### config.mk
export PLATFORM = sky130hd
export DESIGN_NAME = mig_cache_engine
export DESIGN_NICKNAME = d
export VERILOG_FILES = /design/src/rtl/mce_pkg.sv /design/src/rtl/mce_line_array.sv /design/src/rtl/mce_out_slot.sv /design/src/rtl/mig_cache_engine.sv
export SDC_FILE = /design/constraint.sdc
export NUM_CORES = 1
export LEC_CHECK = 0
export BUFFER_PORTS_ARGS = -buffer_cell sky130_fd_sc_hd__buf_2
export CORE_ASPECT_RATIO = 1.1
export CORE_UTILIZATION = 65
export CTS_BUF_LIST = sky130_fd_sc_hd__clkbuf_8
export DETAILED_ROUTE_END_ITERATION = 12
export HOLD_SLACK_MARGIN = 0.08
export PLACE_DENSITY_LB_ADDON = 0.25
export SLEW_MARGIN = 10
export SYNTH_ARGS = -nofsm -noshare
export SYNTH_HDL_FRONTEND = slang
export SYNTH_SLANG_ARGS = --single-unit
### constraint.sdc
create_clock -name clk -period 6.05 [get_ports clk]
set_input_delay 0.9075 -clock clk [delete_from_list [all_inputs] [get_ports clk]]
set_output_delay 0.9075 -clock clk [all_outputs]
set_load 0.02 [all_outputs]
### src/rtl/mce_pkg.sv
package mce_pkg;

   typedef enum logic [1:0] {
      LN_INVALID = 2'd0,
      LN_PENDING = 2'd1,
      LN_CLEAN   = 2'd2,
      LN_DIRTY   = 2'd3
   } line_st_e;

   typedef enum logic [1:0] {
      OUT_FETCH     = 2'd0,
      OUT_RELEASE   = 2'd1,
      OUT_WRITEBACK = 2'd2
   } out_kind_e;

   localparam logic IN_FILL   = 1'b0;
   localparam logic IN_RECALL = 1'b1;

   typedef enum logic {
      MD_RUN  = 1'b0,
      MD_WAIT = 1'b1
   } mode_e;

endpackage

### src/rtl/mce_line_array.sv
module mce_line_array
   import mce_pkg::*;
#(
   parameter int LINES  = 4,
   parameter int TAG_W  = 6,
   parameter int DATA_W = 16,
   localparam int IDX_W = $clog2(LINES)
) (
   input  logic              clk,
   input  logic              rst_n,
   input  logic [IDX_W-1:0]  rd_a_idx,
   output line_st_e          rd_a_st,
   output logic [TAG_W-1:0]  rd_a_tag,
   output logic [DATA_W-1:0] rd_a_data,
   input  logic [IDX_W-1:0]  rd_b_idx,
   output line_st_e          rd_b_st,
   output logic [TAG_W-1:0]  rd_b_tag,
   output logic [DATA_W-1:0] rd_b_data,
   input  logic              wr_en,
   input  logic [IDX_W-1:0]  wr_idx,
   input  line_st_e          wr_st,
   input  logic [TAG_W-1:0]  wr_tag,
   input  logic [DATA_W-1:0] wr_data
);

   line_st_e          st_arr  [LINES];
   logic [TAG_W-1:0]  tag_arr [LINES];
   logic [DATA_W-1:0] dat_arr [LINES];

   for (genvar g = 0; g < LINES; g++) begin : g_line
      line_st_e          st_q;
      logic [TAG_W-1:0]  tag_q;
      logic [DATA_W-1:0] dat_q;

      always_ff @(posedge clk or negedge rst_n) begin
         if (!rst_n) begin
            st_q  <= LN_INVALID;
            tag_q <= '0;
            dat_q <= '0;
         end else if (wr_en && (wr_idx == IDX_W'(g))) begin
            st_q  <= wr_st;
            tag_q <= wr_tag;
            dat_q <= wr_data;
         end
      end

      assign st_arr[g]  = st_q;
      assign tag_arr[g] = tag_q;
      assign dat_arr[g] = dat_q;
   end

   assign rd_a_st   = st_arr[rd_a_idx];
   assign rd_a_tag  = tag_arr[rd_a_idx];
   assign rd_a_data = dat_arr[rd_a_idx];
   assign rd_b_st   = st_arr[rd_b_idx];
   assign rd_b_tag  = tag_arr[rd_b_idx];
   assign rd_b_data = dat_arr[rd_b_idx];

endmodule

### src/rtl/mce_out_slot.sv
module mce_out_slot #(
   parameter int ADDR_W       = 8,
   parameter int DATA_W       = 16,
   parameter bit BYPASS_DRAIN = 1'b0
) (
   input  logic              clk,
   input  logic              rst_n,
   input  logic              load,
   input  logic [1:0]        ld_kind,
   input  logic [ADDR_W-1:0] ld_addr,
   input  logic [DATA_W-1:0] ld_data,
   output logic              slot_free,
   output logic              out_valid,
   input  logic              out_ready,
   output logic [1:0]        out_kind,
   output logic [ADDR_W-1:0] out_addr,
   output logic [DATA_W-1:0] out_data
);

   logic              v_q;
   logic [1:0]        k_q;
   logic [ADDR_W-1:0] a_q;
   logic [DATA_W-1:0] d_q;

   if (BYPASS_DRAIN) begin : g_bypass
      assign slot_free = !v_q || out_ready;
   end else begin : g_plain
      assign slot_free = !v_q;
   end

   always_ff @(posedge clk or negedge rst_n) begin
      if (!rst_n) begin
         v_q <= 1'b0;
         k_q <= '0;
         a_q <= '0;
         d_q <= '0;
      end else if (load) begin
         v_q <= 1'b1;
         k_q <= ld_kind;
         a_q <= ld_addr;
         d_q <= ld_data;
      end else if (out_ready) begin
         v_q <= 1'b0;
      end
   end

   assign out_valid = v_q;
   assign out_kind  = k_q;
   assign out_addr  = a_q;
   assign out_data  = d_q;

endmodule

### src/rtl/mig_cache_engine.sv
module mig_cache_engine
   import mce_pkg::*;
#(
   parameter int LINES        = 4,
   parameter int ADDR_W       = 8,
   parameter int DATA_W       = 16,
   parameter bit BYPASS_DRAIN = 1'b0
) (
   input  logic              clk,
   input  logic              rst_n,
   input  logic              cpu_valid,
   input  logic              cpu_write,
   input  logic [ADDR_W-1:0] cpu_addr,
   input  logic [DATA_W-1:0] cpu_wdata,
   output logic              cpu_done,
   output logic [DATA_W-1:0] cpu_rdata,
   input  logic              in_valid,
   output logic              in_ready,
   input  logic              in_kind,
   input  logic [ADDR_W-1:0] in_addr,
   input  logic [DATA_W-1:0] in_data,
   output logic              out_valid,
   input  logic              out_ready,
   output logic [1:0]        out_kind,
   output logic [ADDR_W-1:0] out_addr,
   output logic [DATA_W-1:0] out_data
);

   localparam int IDX_W = $clog2(LINES);
   localparam int TAG_W = ADDR_W - IDX_W;

   if (LINES < 2 || (LINES & (LINES - 1)) != 0) begin : g_bad_lines
      $error("LINES must be a power of two of at least 2");
   end
   if (TAG_W < 1) begin : g_bad_addr
      $error("ADDR_W must exceed the index width");
   end
   if (DATA_W < 1) begin : g_bad_data
      $error("DATA_W must be positive");
   end

   // address split
   logic [IDX_W-1:0] cpu_idx, rc_idx;
   logic [TAG_W-1:0] cpu_tag, rc_tag;
   assign cpu_idx = cpu_addr[IDX_W-1:0];
   assign cpu_tag = cpu_addr[ADDR_W-1:IDX_W];
   assign rc_idx  = in_addr[IDX_W-1:0];
   assign rc_tag  = in_addr[ADDR_W-1:IDX_W];

   // line array
   line_st_e          a_st, b_st, wr_st;
   logic [TAG_W-1:0]  a_tag, b_tag, wr_tag;
   logic [DATA_W-1:0] a_data, b_data, wr_data;
   logic              wr_en;
   logic [IDX_W-1:0]  wr_idx;

   mce_line_array #(
      .LINES (LINES),
      .TAG_W (TAG_W),
      .DATA_W(DATA_W)
   ) u_lines (
      .clk      (clk),
      .rst_n    (rst_n),
      .rd_a_idx (cpu_idx),
      .rd_a_st  (a_st),
      .rd_a_tag (a_tag),
      .rd_a_data(a_data),
      .rd_b_idx (rc_idx),
      .rd_b_st  (b_st),
      .rd_b_tag (b_tag),
      .rd_b_data(b_data),
      .wr_en    (wr_en),
      .wr_idx   (wr_idx),
      .wr_st    (wr_st),
      .wr_tag   (wr_tag),
      .wr_data  (wr_data)
   );

   // outbound slot
   logic              ld, slot_free;
   out_kind_e         ld_kind;
   logic [ADDR_W-1:0] ld_addr;
   logic [DATA_W-1:0] ld_data;

   mce_out_slot #(
      .ADDR_W      (ADDR_W),
      .DATA_W      (DATA_W),
      .BYPASS_DRAIN(BYPASS_DRAIN)
   ) u_slot (
      .clk      (clk),
      .rst_n    (rst_n),
      .load     (ld),
      .ld_kind  (ld_kind),
      .ld_addr  (ld_addr),
      .ld_data  (ld_data),
      .slot_free(slot_free),
      .out_valid(out_valid),
      .out_ready(out_ready),
      .out_kind (out_kind),
      .out_addr (out_addr),
      .out_data (out_data)
   );

   // control state
   mode_e            mode_q, mode_d;
   logic [IDX_W-1:0] pend_idx_q;
   logic [TAG_W-1:0] pend_tag_q;
   logic             pend_cap;

   logic a_valid, a_hit, a_victim, b_hit;
   assign a_valid  = (a_st == LN_CLEAN) || (a_st == LN_DIRTY);
   assign a_hit    = a_valid && (a_tag == cpu_tag);
   assign a_victim = a_valid && (a_tag != cpu_tag);
   assign b_hit    = ((b_st == LN_CLEAN) || (b_st == LN_DIRTY)) && (b_tag == rc_tag);

   logic recall_in, fill_in;
   assign recall_in = in_valid && (in_kind == IN_RECALL);
   assign fill_in   = in_valid && (in_kind == IN_FILL);

   always_comb begin
      in_ready = 1'b0;
      cpu_done = 1'b0;
      wr_en    = 1'b0;
      wr_idx   = cpu_idx;
      wr_st    = a_st;
      wr_tag   = a_tag;
      wr_data  = a_data;
      ld       = 1'b0;
      ld_kind  = OUT_FETCH;
      ld_addr  = cpu_addr;
      ld_data  = '0;
      mode_d   = mode_q;
      pend_cap = 1'b0;

      if (recall_in) begin
         // recalls take precedence over everything else
         if (slot_free) begin
            in_ready = 1'b1;
            if (b_hit) begin
               ld      = 1'b1;
               ld_kind = (b_st == LN_DIRTY) ? OUT_WRITEBACK : OUT_RELEASE;
               ld_addr = in_addr;
               ld_data = (b_st == LN_DIRTY) ? b_data : '0;
               wr_en   = 1'b1;
               wr_idx  = rc_idx;
               wr_st   = LN_INVALID;
               wr_tag  = b_tag;
               wr_data = b_data;
            end
         end
      end else if (mode_q == MD_WAIT) begin
         if (fill_in) begin
            in_ready = 1'b1;
            wr_en    = 1'b1;
            wr_idx   = pend_idx_q;
            wr_st    = LN_CLEAN;
            wr_tag   = pend_tag_q;
            wr_data  = in_data;
            mode_d   = MD_RUN;
         end
      end else if (cpu_valid) begin
         if (a_hit) begin
            cpu_done = 1'b1;
            if (cpu_write) begin
               wr_en   = 1'b1;
               wr_st   = LN_DIRTY;
               wr_data = cpu_wdata;
            end
         end else if (slot_free) begin
            ld = 1'b1;
            if (a_victim) begin
               ld_kind = (a_st == LN_DIRTY) ? OUT_WRITEBACK : OUT_RELEASE;
               ld_addr = {a_tag, cpu_idx};
               ld_data = (a_st == LN_DIRTY) ? a_data : '0;
               wr_en   = 1'b1;
               wr_st   = LN_INVALID;
            end else begin
               ld_kind  = OUT_FETCH;
               ld_addr  = cpu_addr;
               wr_en    = 1'b1;
               wr_st    = LN_PENDING;
               wr_tag   = cpu_tag;
               mode_d   = MD_WAIT;
               pend_cap = 1'b1;
            end
         end
      end
   end

   assign cpu_rdata = a_data;

   always_ff @(posedge clk or negedge rst_n) begin
      if (!rst_n) begin
         mode_q     <= MD_RUN;
         pend_idx_q <= '0;
         pend_tag_q <= '0;
      end else begin
         mode_q <= mode_d;
         if (pend_cap) begin
            pend_idx_q <= cpu_idx;
            pend_tag_q <= cpu_tag;
         end
      end
   end

endmodule

==> flow_summary_export.csv <==
group,metric,value,unit
status,status,"finished, final reports clean",
logic_synthesis,synth_area_leader_cell,"dfrtp_1",
sta,rsz0062_at_grt,"false",
floorplanning,die_w,107,microns
logic_synthesis,async_flop_share,100,%
final_layout,nFillCells,736,
final_layout,layout-drive-gt1-share,37.6,%
cts,post_cts_resized,0,
placed_design,dp_hpwl,14600,microns
logic_synthesis,yosysSeqAreaShare,42.2,%
detailed_routing,wire_per_inst,24.1,microns
power,combPwrFrac,45.2,%
sta,setup_viol,0,
global_routing,grtUsageTotal,37.9,%
detailed_routing,wl,22400,microns
global_routing,grt_pass1_vias,6321,
global_routing,antenna_found_initial,0,
sta,tightest_slew,1120,ps
setup_path,setup.worst_path.end_class,"register",
power,powerDensity,475,mW/mm^2
logic_synthesis,netlist_area,0.00782,sq mm
power,p_seq_share,37.2,%
final_layout,seqCellArea,0.00330,sq mm
logic_synthesis,synth.area.mux_share,33.4,%
setup_path,path_cells,"buf_2 > mux4_2 > xnor2_1 > o2111ai_1 > nor4_4 > buf_4 > o21bai_1 > a221oi_4 > nand3b_1 > buf_4 > mux2_2",
global_routing,gr-total-overflow,0,
floorplanning,die-area,0.0125,sq mm
detailed_routing,dr.pass1.iters,5,
detailed_routing,drc,0,
power,clockPowerShare,17.7,%
sta,relSlewSlack,25.1,%
sta,max_freq,0.219,GHz
logic_synthesis,synthAdderAreaFrac,0,%
cts,post_cts_buffers,0,
power,p_leak,0.00400,uW
setup_path,cpMostUsedCell,"buf_4",
worst_hold_path,hold_path.class,"register to register",
final_layout,multi_input_area,0.00431,sq mm
final_layout,antenna_cells,0,
cts,postCtsHoldBufs,0,
cts,ctsHtreeMaxLevel,4,
power,p_sw,1650,uW
detailed_routing,drt.antenna.violating_nets,0,
cts,insertion_delay,460,ps
power,worst_ir_drop_vdd,0.298,mV
logic_synthesis,yosysMostFrequentCell,"dfrtp_1",
setup_path,required,6390,ps
setup_path,cp_max_fo,20,
final_layout,final_nets,825,
power,p_int,2560,uW
global_routing,grt_first_pass_wirelength,34500,microns
sta,finalHoldViolCount,0,
cts,path_clk_slew,70,ps
floorplanning,dieHeight,117,microns
setup_path,cp_top_family,"buffers and inverters",
logic_synthesis,syn_nets,735,
setup_path,slowest_stage,"mux4_2",
floorplanning,start_util,67.5,%
sta,finalSetupTns,0,ps
cts,cts_root_buffer,"clkbuf_8",
logic_synthesis,syn_area_per_cell,11.5,sq um
logic_synthesis,synth_edf_count,0,
floorplanning,rows,41,
placed_design,portBuffers,99,
logic_synthesis,ys_warn_count,0,
setup_path,worst-setup-path-type,"input pin to register",
logic_synthesis,ys_ff_latch,132,
logic_synthesis,synth_xor_area_share,1.23,%
logic_synthesis,synthCells,680,
setup_path,startpoint_type,"input pin",
sta,drv_slew,0,
logic_synthesis,synthFlopType,"dfrtp_1",
logic_synthesis,synth.distinct_cells,52,
logic_synthesis,synth_compound_area_share,10.7,%
logic_synthesis,synth_top_cells_by_count,"132 x dfrtp_1, 100 x nand2_1, 98 x mux2_2, 52 x o21ai_0, 44 x mux4_2",
detailed_routing,viasPerCell,6.88,
sta,min_period_over_period,75.5,%
detailed_routing,first_iter_violations,538,
cts,cts_buffers,17,
global_routing,grt_max_degree,82,
logic_synthesis,synth_area_leaders,"dfrtp_1 42%, mux2_2 14%, mux4_2 13%",
setup_path,max_stage_delay,630,ps
placed_design,gp_congestion,0.973,
floorplanning,core_region_area,0.0116,sq mm
power,power_switching_share,39.3,%
setup_path,crit_buf_inv,3,
setup_path,arrival,4910,ps
power,power.total,4210,uW
sta,skew,8.69,ps
flow_run,drv_cap,0,
floorplanning,ios,100,
cts,cts_tree,"yes",
logic_synthesis,synth-simple-area-share,9.36,%
logic_synthesis,synth.top_cell.area_share,42.2,%
logic_synthesis,synth_top_family_by_area,"multiplexers",
cts,clock_sinks,132,
detailed_routing,vias,6408,
sta,final.min_clock_period,4570,ps
final_layout,area_delta_synth_final,13.5,%
cts,clock_path_buffers,2,
-- cell families after synthesis --
kind of cell           count (synthesis)
flip-flops                           132
multiplexers                         191
XOR/XNOR                              11
AND/OR/NAND/NOR                      160
buffers and inverters                 57
AO/OA/AOI/OAI                        129
-- power by group through the flow --
| stage | combinational (uW) | sequential, uW | clock [uW] |
|---|---|---|---|
| final | 1900 | 1570 | 745 |
| after global routing | 2040 | 1600 | 788 |
| after CTS | 1890 | 1550 | 752 |
| after detailed placement | 1870 | 1560 | 0 |
| after global placement | 1780 | 1510 | 0 |
| after floorplan | 1350 | 1500 | 0 |
-- layer usage --
layer / up-vias / track usage (%) / routed length [microns]
met3: 81 / 7.81 / 1780
met1: 3231 / 46.7 / 8560
li1: 2729 / - / -
met2: 367 / 62.0 / 11000
met4: 0 / 23.8 / 1070
met5: - / 0 / 0
-- sequential cells by signal, indices dropped and copies added (netlist names) --
register              cells
mode_q                    1
u_lines.g_line.dat_q     64
pend_tag_q                6
u_lines.g_line.st_q       8
pend_idx_q                2
u_slot.out_addr           8
u_slot.out_valid          1
u_lines.g_line.tag_q     24
u_slot.out_kind           2
u_slot.out_data          16
-- path summary, 6_finish.rpt --
check	slack, ps	endpoint	cells past startpoint	start
max	1480	u_lines.g_line[3].st_q[1]	11	in_addr[0]
max reg2reg	2290	u_lines.g_line[3].st_q[1]	10	u_lines.g_line[3].tag_q[2]
min	500	u_slot.out_kind[1]	1	u_slot.out_kind[1]
min in group asynchronous	630	u_slot.out_addr[7]	1	rst_n
min reg2reg	500	u_slot.out_kind[1]	1	u_slot.out_kind[1]
max in group asynchronous	4110	u_lines.g_line[0].dat_q[5]	2	rst_n
-- cell type report --
| cell class | count | area share [%] |
|---|---|---|
| inverter | 10 | 0.423 |
| tap | 150 | 2.11 |
| multi-input combinational | 491 | 48.6 |
| sequential | 132 | 37.2 |
| timing repair buffer | 118 | 7.36 |
| clock buffer | 19 | 2.95 |
| clock inverter | 11 | 1.38 |
-- through the flow --
| step | util (%) | cell area, sq um | hold slack, ps | setup WS, ps | std cells |
|---|---|---|---|---|---|
| 2_1_floorplan | - | 7820 | 470 | 2290 | 680 |
| 3_5_place_dp | 73.3 | 8490 | 483 | 1110 | 901 |
| 4_1_cts | 76.6 | 8880 | 498 | 1550 | 931 |
| 3_3_place_gp | 73.3 | 8490 | 470 | 1180 | 901 |
| 6_report | 76.6 | 8880 | 496 | 1480 | 931 |
| 5_1_grt | 76.6 | 8880 | 511 | 1370 | 931 |
-- layout by cell type (no fill, tap or decap), drive strengths merged, types with 2 or more instances in the layout --
master and count:
a32oi 4, clkbuf 19, nand2 100, mux4 44
nand4 3, a21o 2, mux2i 27, buf 118
o2bb2ai 6, nor4 2, nand3b 2, nor2b 3
nor2 13, mux2 120, clkinv 2, a22oi 18
nor3 7, o211a 2, inv 16, o211ai 2
and2 3, dfrtp 132, o2111ai 2, bufinv 3
o21ai 54, nand3 18, a21oi 11, nor3b 3
and3 2, a31oi 18, xnor2 11
No activity file was read; power rests on OpenSTA's default activity.
